$ cat config.mk
export PLATFORM = sky130hd
export DESIGN_NAME = pwm_cmp_update
export DESIGN_NICKNAME = d
export VERILOG_FILES = /design/src/rtl/cmp_pkg.sv /design/src/rtl/cmp_cfg_reg.sv /design/src/rtl/cmp_shadow_bank.sv /design/src/rtl/cmp_xfer_gate.sv /design/src/rtl/cmp_active_bank.sv /design/src/rtl/pwm_cmp_update.sv
export SDC_FILE = /design/constraint.sdc
export NUM_CORES = 1
export LEC_CHECK = 0
export BUFFER_PORTS_ARGS = -buffer_cell sky130_fd_sc_hd__clkbuf_2
export CAP_MARGIN = 20
export CORE_MARGIN = 2
export CORE_UTILIZATION = 56
export CTS_CLUSTER_SIZE = 8
export DETAILED_ROUTE_END_ITERATION = 8
export HOLD_SLACK_MARGIN = 0.03
export PLACE_DENSITY = 0.85
export SYNTH_ARGS = -nofsm -noshare
export SYNTH_HDL_FRONTEND = slang
export SYNTH_SLANG_ARGS = --single-unit
export TNS_END_PERCENT = 5
$ cat constraint.sdc
create_clock -name clk -period 3.2 [get_ports clk]
set_input_delay 0.32 -clock clk [delete_from_list [all_inputs] [get_ports clk]]
set_output_delay 0.32 -clock clk [all_outputs]
set_load 0.005 [all_outputs]
$ cat src/rtl/cmp_pkg.sv
`timescale 1ns/1ps
package cmp_pkg;
    localparam int CMP_W  = 16;
    localparam int ADDR_W = 3;
    localparam int N_CMP  = 4;
    localparam int CFG_W  = 8;
    localparam int IDX_W  = $clog2(N_CMP);

    localparam logic [ADDR_W-1:0] A_RA  = 3'd0;
    localparam logic [ADDR_W-1:0] A_RB  = 3'd1;
    localparam logic [ADDR_W-1:0] A_SA  = 3'd2;
    localparam logic [ADDR_W-1:0] A_SB  = 3'd3;
    localparam logic [ADDR_W-1:0] A_CFG = 3'd4;

    typedef enum logic [1:0] {
        RAMP_ONE    = 2'b00,
        RAMP_TWO    = 2'b01,
        RAMP_FOUR   = 2'b10,
        RAMP_CENTER = 2'b11
    } ramp_e;

    // Field order fixes bit positions: fifty is bit 7, spare is bit 0.
    typedef struct packed {
        logic  fifty;
        logic  alock;
        logic  lock;
        ramp_e ramp;
        logic  pol_hi;
        logic  clk_sel;
        logic  spare;
    } cfg_t;

    function automatic logic is_cmp_addr(input logic [ADDR_W-1:0] a);
        return a < ADDR_W'(N_CMP);
    endfunction

    // Auto-lock prevails over lock.
    function automatic logic xfer_allowed(input cfg_t c, input logic rb_last);
        if (c.alock)
            return rb_last;
        return !c.lock;
    endfunction
endpackage

$ cat src/rtl/cmp_cfg_reg.sv
`timescale 1ns/1ps
module cmp_cfg_reg
    import cmp_pkg::*;
(
    input  logic              clk,
    input  logic              rst,
    input  logic              we,
    input  logic [ADDR_W-1:0] addr,
    input  logic [CFG_W-1:0]  wdata,
    output cfg_t              cfg
);
    always_ff @(posedge clk) begin
        if (rst)
            cfg <= '0;
        else if (we && addr == A_CFG)
            cfg <= cfg_t'(wdata);
    end

    AST_CFG_LOAD: assert property (@(posedge clk) disable iff (rst)
        (we && addr == A_CFG) |=> (cfg == cfg_t'($past(wdata))))
        else $error("config byte not loaded");
endmodule

$ cat src/rtl/cmp_shadow_bank.sv
`timescale 1ns/1ps
module cmp_shadow_bank
    import cmp_pkg::*;
#(
    parameter int DATA_W = CMP_W
) (
    input  logic                          clk,
    input  logic                          rst,
    input  logic                          we,
    input  logic [ADDR_W-1:0]             addr,
    input  logic [DATA_W-1:0]             wdata,
    input  logic                          fifty,
    input  logic                          flag_clr,
    output logic [N_CMP-1:0][DATA_W-1:0]  sh,
    output logic                          rb_last
);
    localparam logic [IDX_W-1:0] I_RA = A_RA[IDX_W-1:0];
    localparam logic [IDX_W-1:0] I_SA = A_SA[IDX_W-1:0];
    localparam logic [IDX_W-1:0] I_SB = A_SB[IDX_W-1:0];

    logic accept;
    logic is_rb;
    logic [IDX_W-1:0] idx;

    always_comb begin
        idx    = addr[IDX_W-1:0];
        is_rb  = (addr == A_RB);
        accept = we && is_cmp_addr(addr) &&
                 !(fifty && (addr == A_RA || addr == A_SA));
    end

    always_ff @(posedge clk) begin
        if (rst) begin
            sh      <= '0;
            rb_last <= 1'b0;
        end else begin
            if (flag_clr)
                rb_last <= 1'b0;
            if (accept) begin
                sh[idx] <= wdata;
                rb_last <= is_rb;
                if (fifty && is_rb) begin
                    sh[I_RA] <= wdata;
                    sh[I_SA] <= sh[I_SB];
                end
            end
        end
    end

    AST_FIFTY_MIRROR: assert property (@(posedge clk) disable iff (rst)
        (we && fifty && addr == A_RB) |=>
            (sh[I_RA] == $past(wdata) && sh[I_SA] == $past(sh[I_SB])))
        else $error("fifty mirror missing");
    AST_FIFTY_IGNORE: assert property (@(posedge clk) disable iff (rst)
        (we && fifty && (addr == A_RA || addr == A_SA)) |=> $stable(sh[I_RA]) && $stable(sh[I_SA]))
        else $error("fifty mode accepted RA/SA write");
    AST_RB_FLAG_SET: assert property (@(posedge clk) disable iff (rst)
        (we && is_rb) |=> rb_last)
        else $error("RB flag not set");
endmodule

$ cat src/rtl/cmp_xfer_gate.sv
`timescale 1ns/1ps
module cmp_xfer_gate
    import cmp_pkg::*;
(
    input  logic cycle_end,
    input  cfg_t cfg,
    input  logic rb_last,
    output logic xfer,
    output logic flag_clr
);
    always_comb begin
        xfer     = cycle_end && xfer_allowed(cfg, rb_last);
        flag_clr = xfer && cfg.alock;
    end
endmodule

$ cat src/rtl/cmp_active_bank.sv
`timescale 1ns/1ps
module cmp_active_bank
    import cmp_pkg::*;
#(
    parameter int DATA_W = CMP_W
) (
    input  logic                          clk,
    input  logic                          rst,
    input  logic                          xfer,
    input  logic [N_CMP-1:0][DATA_W-1:0]  sh,
    output logic [N_CMP-1:0][DATA_W-1:0]  act
);
    for (genvar g = 0; g < N_CMP; g++) begin : g_act
        always_ff @(posedge clk) begin
            if (rst)
                act[g] <= '0;
            else if (xfer)
                act[g] <= sh[g];
        end
    end
endmodule

$ cat src/rtl/pwm_cmp_update.sv
`timescale 1ns/1ps
module pwm_cmp_update
    import cmp_pkg::*;
#(
    parameter int DATA_W = CMP_W
) (
    input  logic              clk,
    input  logic              rst,
    input  logic              wr_en,
    input  logic [ADDR_W-1:0] wr_addr,
    input  logic [DATA_W-1:0] wr_data,
    input  logic [ADDR_W-1:0] rd_addr,
    output logic [DATA_W-1:0] rd_data,
    input  logic              cycle_end,
    output logic [DATA_W-1:0] act_ra,
    output logic [DATA_W-1:0] act_rb,
    output logic [DATA_W-1:0] act_sa,
    output logic [DATA_W-1:0] act_sb,
    output logic [1:0]        ramp_mode,
    output logic              pol_high,
    output logic              clk_sel
);
    cfg_t cfg;
    logic rb_last;
    logic xfer;
    logic flag_clr;
    logic [N_CMP-1:0][DATA_W-1:0] sh;
    logic [N_CMP-1:0][DATA_W-1:0] act;

    cmp_cfg_reg u_cfg (
        .clk   (clk),
        .rst   (rst),
        .we    (wr_en),
        .addr  (wr_addr),
        .wdata (wr_data[CFG_W-1:0]),
        .cfg   (cfg)
    );

    cmp_shadow_bank #(.DATA_W(DATA_W)) u_shadow (
        .clk      (clk),
        .rst      (rst),
        .we       (wr_en),
        .addr     (wr_addr),
        .wdata    (wr_data),
        .fifty    (cfg.fifty),
        .flag_clr (flag_clr),
        .sh       (sh),
        .rb_last  (rb_last)
    );

    cmp_xfer_gate u_gate (
        .cycle_end (cycle_end),
        .cfg       (cfg),
        .rb_last   (rb_last),
        .xfer      (xfer),
        .flag_clr  (flag_clr)
    );

    cmp_active_bank #(.DATA_W(DATA_W)) u_active (
        .clk  (clk),
        .rst  (rst),
        .xfer (xfer),
        .sh   (sh),
        .act  (act)
    );

    always_comb begin
        act_ra    = act[A_RA[IDX_W-1:0]];
        act_rb    = act[A_RB[IDX_W-1:0]];
        act_sa    = act[A_SA[IDX_W-1:0]];
        act_sb    = act[A_SB[IDX_W-1:0]];
        ramp_mode = cfg.ramp;
        pol_high  = cfg.pol_hi;
        clk_sel   = cfg.clk_sel;
        if (is_cmp_addr(rd_addr))
            rd_data = sh[rd_addr[IDX_W-1:0]];
        else if (rd_addr == A_CFG)
            rd_data = DATA_W'(cfg);
        else
            rd_data = '0;
    end

    AST_HOLD_NO_STROBE: assert property (@(posedge clk) disable iff (rst)
        !cycle_end |=> $stable(act))
        else $error("active changed without strobe");
    AST_UNLOCKED_XFER: assert property (@(posedge clk) disable iff (rst)
        (cycle_end && !cfg.lock && !cfg.alock) |=> (act == $past(sh)))
        else $error("unlocked strobe did not transfer");
    AST_LOCK_HOLD: assert property (@(posedge clk) disable iff (rst)
        (cfg.lock && !cfg.alock) |=> $stable(act))
        else $error("active changed under lock");
    AST_ALOCK_GATE: assert property (@(posedge clk) disable iff (rst)
        (cfg.alock && !rb_last) |=> $stable(act))
        else $error("auto-lock transfer without RB write");
    AST_ALOCK_PRIO: assert property (@(posedge clk) disable iff (rst)
        (cfg.alock && cfg.lock && cycle_end && rb_last) |=> (act == $past(sh)))
        else $error("lock overrode auto-lock");
endmodule

# Word level (Yosys, flattened, before mapping)
# Index checks and enable logic that the tools add are counted.
# word_totals
regBits	137
inputBits	26
out_inout_bits	84
# classes
order_cmp	5
eq_ne	4
n_mux	14
n_reduce_logical	13
# ops
cell	count
16-bit 2-to-1 mux	5
64-bit bitwise mux	1
16-bit binary-select mux with 2-bit select	1
16-bit demux with 2-bit select	1
1-bit logical AND	8
8-bit 2-to-1 mux	1
3-bit equality test, second input constant	2
2-bit by 3-bit < comparator with 1-bit output, second input constant	2
3-bit < comparator, second input constant	2
1-bit 2-to-1 mux	5
3-bit by 1-bit equality test with 1-bit output, second input constant	1
3-bit by 2-bit equality test with 1-bit output, second input constant	1
3-bit logical NOT	1
2-bit by 1-bit greater-or-equal comparator with 1-bit output, second input constant	1
1-bit logical NOT	2
2-bit nonzero test	1
1-bit logical OR	1

# Longest topological paths before layout
# logic_depth
ltp_word	6
ltp_mapped	6
depth_no_buf	3

# Hierarchy
# Synthesis repeated with hierarchy kept, for this count alone.
# unflattened
hier_cells	639
area_unflattened_um2	6049.6
# modules_own_cells
module	instances	cells_per_inst	area_each_um2	seq_area_each_um2
cmp_shadow_bank	1	338	2760.1	1301.2
cmp_active_bank	1	206	2290.9	1281.2
pwm_cmp_update	1	56	601.8	0.0
cmp_cfg_reg	1	35	367.9	160.2
cmp_xfer_gate	1	4	28.8	0.0

# Worst setup path before layout
# Ideal clock, no wire load.
# synth_timing
path_kind	input -> output
start	in rd_addr[0]
end	out rd_data[11]
t_arrival_ns	1.341
path_slack_ns	1.539
path_stages	4
path_buffers	2
cell_sequence	clkbuf_1 buf_1 mux4_2 nor2b_1
# synth_between
elab_chain_len	3
# synth_rtl
item	line_no	rtl
start: declaration	pwm_cmp_update.sv:12	input logic [ADDR_W-1:0] rd_addr,
16-bit binary-select mux with 2-bit select	pwm_cmp_update.sv:76	rd_data = sh[rd_addr[IDX_W-1:0]];
16-bit 2-to-1 mux (implied by the code)	pwm_cmp_update.sv:76	
16-bit 2-to-1 mux (*)	pwm_cmp_update.sv:75	if (is_cmp_addr(rd_addr))
end: declaration	pwm_cmp_update.sv:13	output logic [DATA_W-1:0] rd_data,
# Every way passes the cells marked *; elsewhere a longest branch is shown, timed or not. The select of a mux whose other input is x is not followed.

# Final worst setup path
# layout_timing
start	in rd_addr[2]
end	out rd_data[4]
# layout_between
elab_chain_len	3
# layout_rtl
item	line_no
parallel branches: the longest is 2 deep, another holds 3-bit < comparator	-
16-bit 2-to-1 mux (*)	pwm_cmp_update.sv:75
# Every way passes the cells marked *.

==> impl_metrics.py <==
metrics = {
    "global_route": {
        "grt_busiest_layer": "met2",
        "antenna_found_initial": 0,
        "grt_max_degree": 111,
        "grt_pass1_vias": 5554,
        "grt_use_met3_pct": 8.428,
        "gr-usage-met1_pct": 46.71,
        "gr-usage-met2_pct": 51.82,
        "grt_pass1_wl_um": 30990,
        "grt_util_all_layers_pct": 34.45,
        "overflow": 0,
    },
    "sta": {
        "finalHoldViolCount": 0,
        "worst_clock_skew_ns": 0.008549,
        "min_period_over_period_pct": 64.64,
        "timing.fmax_mhz": 483.5,
        "fin_crit_ns": 2.068,
        "rsz0062_at_grt": "false",
        "setup_violations": 0,
        "tightest_slew_ns": 1.043,
        "relSlewSlack_pct": 30.47,
        "slew_viol_final": 0,
        "tns_ns": 0,
    },
    "route": {
        "viasPerCell": 6.594,
        "wl_um": 19930,
        "drtPass1Iterations": 5,
        "drtIter0Drc": 704,
        "route.detailed.drc": 0,
        "via_count": 5987,
        "route.detailed.wl_per_inst_um": 21.95,
        "detail-route-antenna-nets": 0,
    },
    "floorplan": {
        "ios": 110,
        "initial_core_util_pct": 57.26,
        "row_count": 38,
        "core-area_sq_um": 10790,
        "die_w_um": 109.1,
        "fp.dieH_um": 109.1,
        "die-area_sq_um": 11890,
    },
    "setup_path": {
        "crit_top_cell": "clkbuf_2",
        "reg2regPathDepth": 4,
        "cp_slowest_stage_delay_ns": 0.59,
        "path_cells": "clkbuf_2 -> nor2b_1 -> a2bb2oi_1 -> o22ai_1 -> clkbuf_2",
        "cpLargestDelayFamily": "simple AND/OR/NAND/NOR gates",
        "crit_buf_inv": 2,
        "start_kind": "input pin",
        "critPathSlowestCell": "nor2b_1",
        "cp_max_fo": 18,
        "cp_num_cells": 5,
        "crit_type": "in -> out",
        "cp.arrival_ns": 1.75,
        "worstSetupEndpointType": "output pin",
        "worstPathRequired_ns": 2.88,
    },
    "synthesis": {
        "synthDistinctLibCells": 33,
        "syn-mean-instance-area_sq_um": 8.841,
        "ys_ff_latch": 137,
        "synth_warnings": 0,
        "mappedNetlistArea_sq_um": 6180,
        "synth-edff-count": 0,
        "synth-seq-area-share_pct": 44.38,
        "synth_cells": 699,
        "synth_nets": 725,
        "async_flop_share_pct": 0,
        "ys.flop_type": "dfxtp_1",
    },
    "cts": {
        "clock_sinks": 137,
        "clk_pin_slew_ns": 0.06,
        "clkLatencyLatePin_ns": 0.52,
        "postCtsHoldBufs": 0,
        "cts_resized": 0,
        "cts_buffers": 17,
        "cts-htree-levels": 4,
        "clock_path_buffers": 2,
        "cts_tree": "built",
        "cts_setup_buffers": 0,
        "root_buffer": "clkbuf_8",
    },
    "flow_run": {
        "cap_violations": 0,
    },
    "placed_design": {
        "gp_congestion": 0.9250,
        "hpwlAfterDp_um": 13090,
        "port_buffers": 109,
    },
    "run_status": {
        "run_status": "complete, no violations",
    },
    "final_layout": {
        "n_antenna_cell": 0,
        "post-route-util_pct": 67.68,
        "drive_gt1_share_pct": 22.40,
        "nets": 781,
        "area.growth.synth_to_final_pct": 18.20,
    },
    "power_and_ir_drop": {
        "power_density_nw_per_um2": 549.8,
        "leakage_nw": 2.741,
        "peakVddDrop_v": 0.0004202,
    },
    "hold_path": {
        "holdCritPathClass": "in -> reg",
        "hold_depth": 3,
    },
}
[final timing paths]
path,start,endpoint,slack (ns)
setup reg to reg,u_cfg.cfg[6]$_SDFFE_PP0P_,u_active.act[56]$_SDFFE_PP0P_,1.19
setup / recovery,rd_addr[2],rd_data[4],1.13
hold / removal,wr_data[15],u_shadow.sh[31]$_SDFFE_PP0P_,0.08
hold reg to reg,u_active.act[50]$_SDFFE_PP0P_,u_active.act[50]$_SDFFE_PP0P_,0.47
[cells in the mapped netlist, types with 2 or more instances]
cell type	instances	area (sq um)
nor2_1	9	33.78
nor4bb_1	2	20.02
clkbuf_1	67	251.5
buf_6	3	33.78
o31ai_1	64	480.5
nand2_1	65	244.0
nor2b_1	13	81.33
a22oi_1	16	120.1
mux2i_1	24	240.2
buf_2	4	20.02
buf_1	9	33.78
dfxtp_1	137	2743
buf_4	4	30.03
a21oi_1	114	570.6
or3b_1	2	17.52
o211ai_1	65	488.0
nand3_1	16	80.08
o22ai_1	24	150.1
nand2b_1	18	112.6
a2bb2oi_1	8	70.07
mux4_2	8	180.2
o21ai_0	16	80.08
[area by class of cell]
cell class,count,area (sq um)
fill,844,3488
multi-input combinational,474,3100
sequential,137,2743
timing repair buffer,124,673.1
clock buffer,20,445.4
tap,140,175.2
clock inverter,12,163.9
inverter,1,3.754
[cell families (layout without fill, tap and decap cells)]
logic type,Yosys count,count (layout),share of synthesized area [%]
flip-flops,137,137,44.38
AO/OA/AOI/OAI,308,308,31.85
AND/OR/NAND/NOR,132,132,10.65
multiplexers,32,32,6.803
XOR/XNOR,2,2,0.2835
buffers and inverters,88,157,6.033
[per-stage QoR]
step | instances | total power (W) | setup WS, ns | hold slack, ns | instance area [sq um]
CTS | 908 | 0.004025 | 1.141 | 0.06152 | 7305
global route | 908 | 0.004138 | 1.009 | 0.07993 | 7305
floorplan | 699 | 0.001950 | 1.539 | 0.4464 | 6180
global placement | 876 | 0.002041 | 1.208 | 0.4554 | 6695
finish | 908 | 0.004016 | 1.132 | 0.07933 | 7305
detailed placement | 876 | 0.002047 | 1.140 | 0.4595 | 6695
[cells in the final DEF, fill, tap and decap left out, types with 2 or more instances in the layout]
master | netlist | layout
a2bb2oi_1 | 8 | 8
nor2b_4 | 0 | 2
o22ai_1 | 24 | 24
nor2b_1 | 13 | 11
a21oi_1 | 114 | 114
nor4bb_2 | 0 | 2
clkbuf_8 | 0 | 3
clkbuf_16 | 0 | 16
clkinvlp_4 | 0 | 4
mux2i_1 | 24 | 24
a22oi_1 | 16 | 16
mux4_2 | 8 | 8
o21ai_0 | 16 | 16
inv_6 | 0 | 4
clkbuf_2 | 0 | 108
o211ai_1 | 65 | 65
or3b_1 | 2 | 2
nand2_1 | 65 | 65
nor2_1 | 9 | 8
o31ai_1 | 64 | 64
nand2b_1 | 18 | 18
nand3_1 | 16 | 16
dfxtp_1 | 137 | 137
bufinv_16 | 0 | 3
buf_4 | 4 | 15
[worst min-delay path, cell delays in order]
cell and delay [ns]:
clkbuf_2 0.12, nand2_1 0.06, a21oi_1 0.05
[flip-flops by register name (all words and copies together) (netlist names)]
signal,cells
u_active.act,64
u_cfg.cfg,8
u_shadow.rb_last,1
u_shadow.sh,64
[layer usage]
layer	part of all wire, %	vias to the layer above
met1	41	2874
met5	0	-
li1	-	2736
met2	46	323
met4	3.6	0
met3	9.4	54
[power by group]
group | leakage (nW) | total [W] | internal, W | switching [W]
combinational | 1.35 | 0.000263 | 0.0000820 | 0.000181
clock | 0.285 | 0.00200 | 0.00124 | 0.000758
sequential | 1.11 | 0.00176 | 0.00173 | 0.0000263
total | 2.74 | 0.00402 | 0.00305 | 0.000965
No activity file was read; power rests on OpenSTA's default activity.
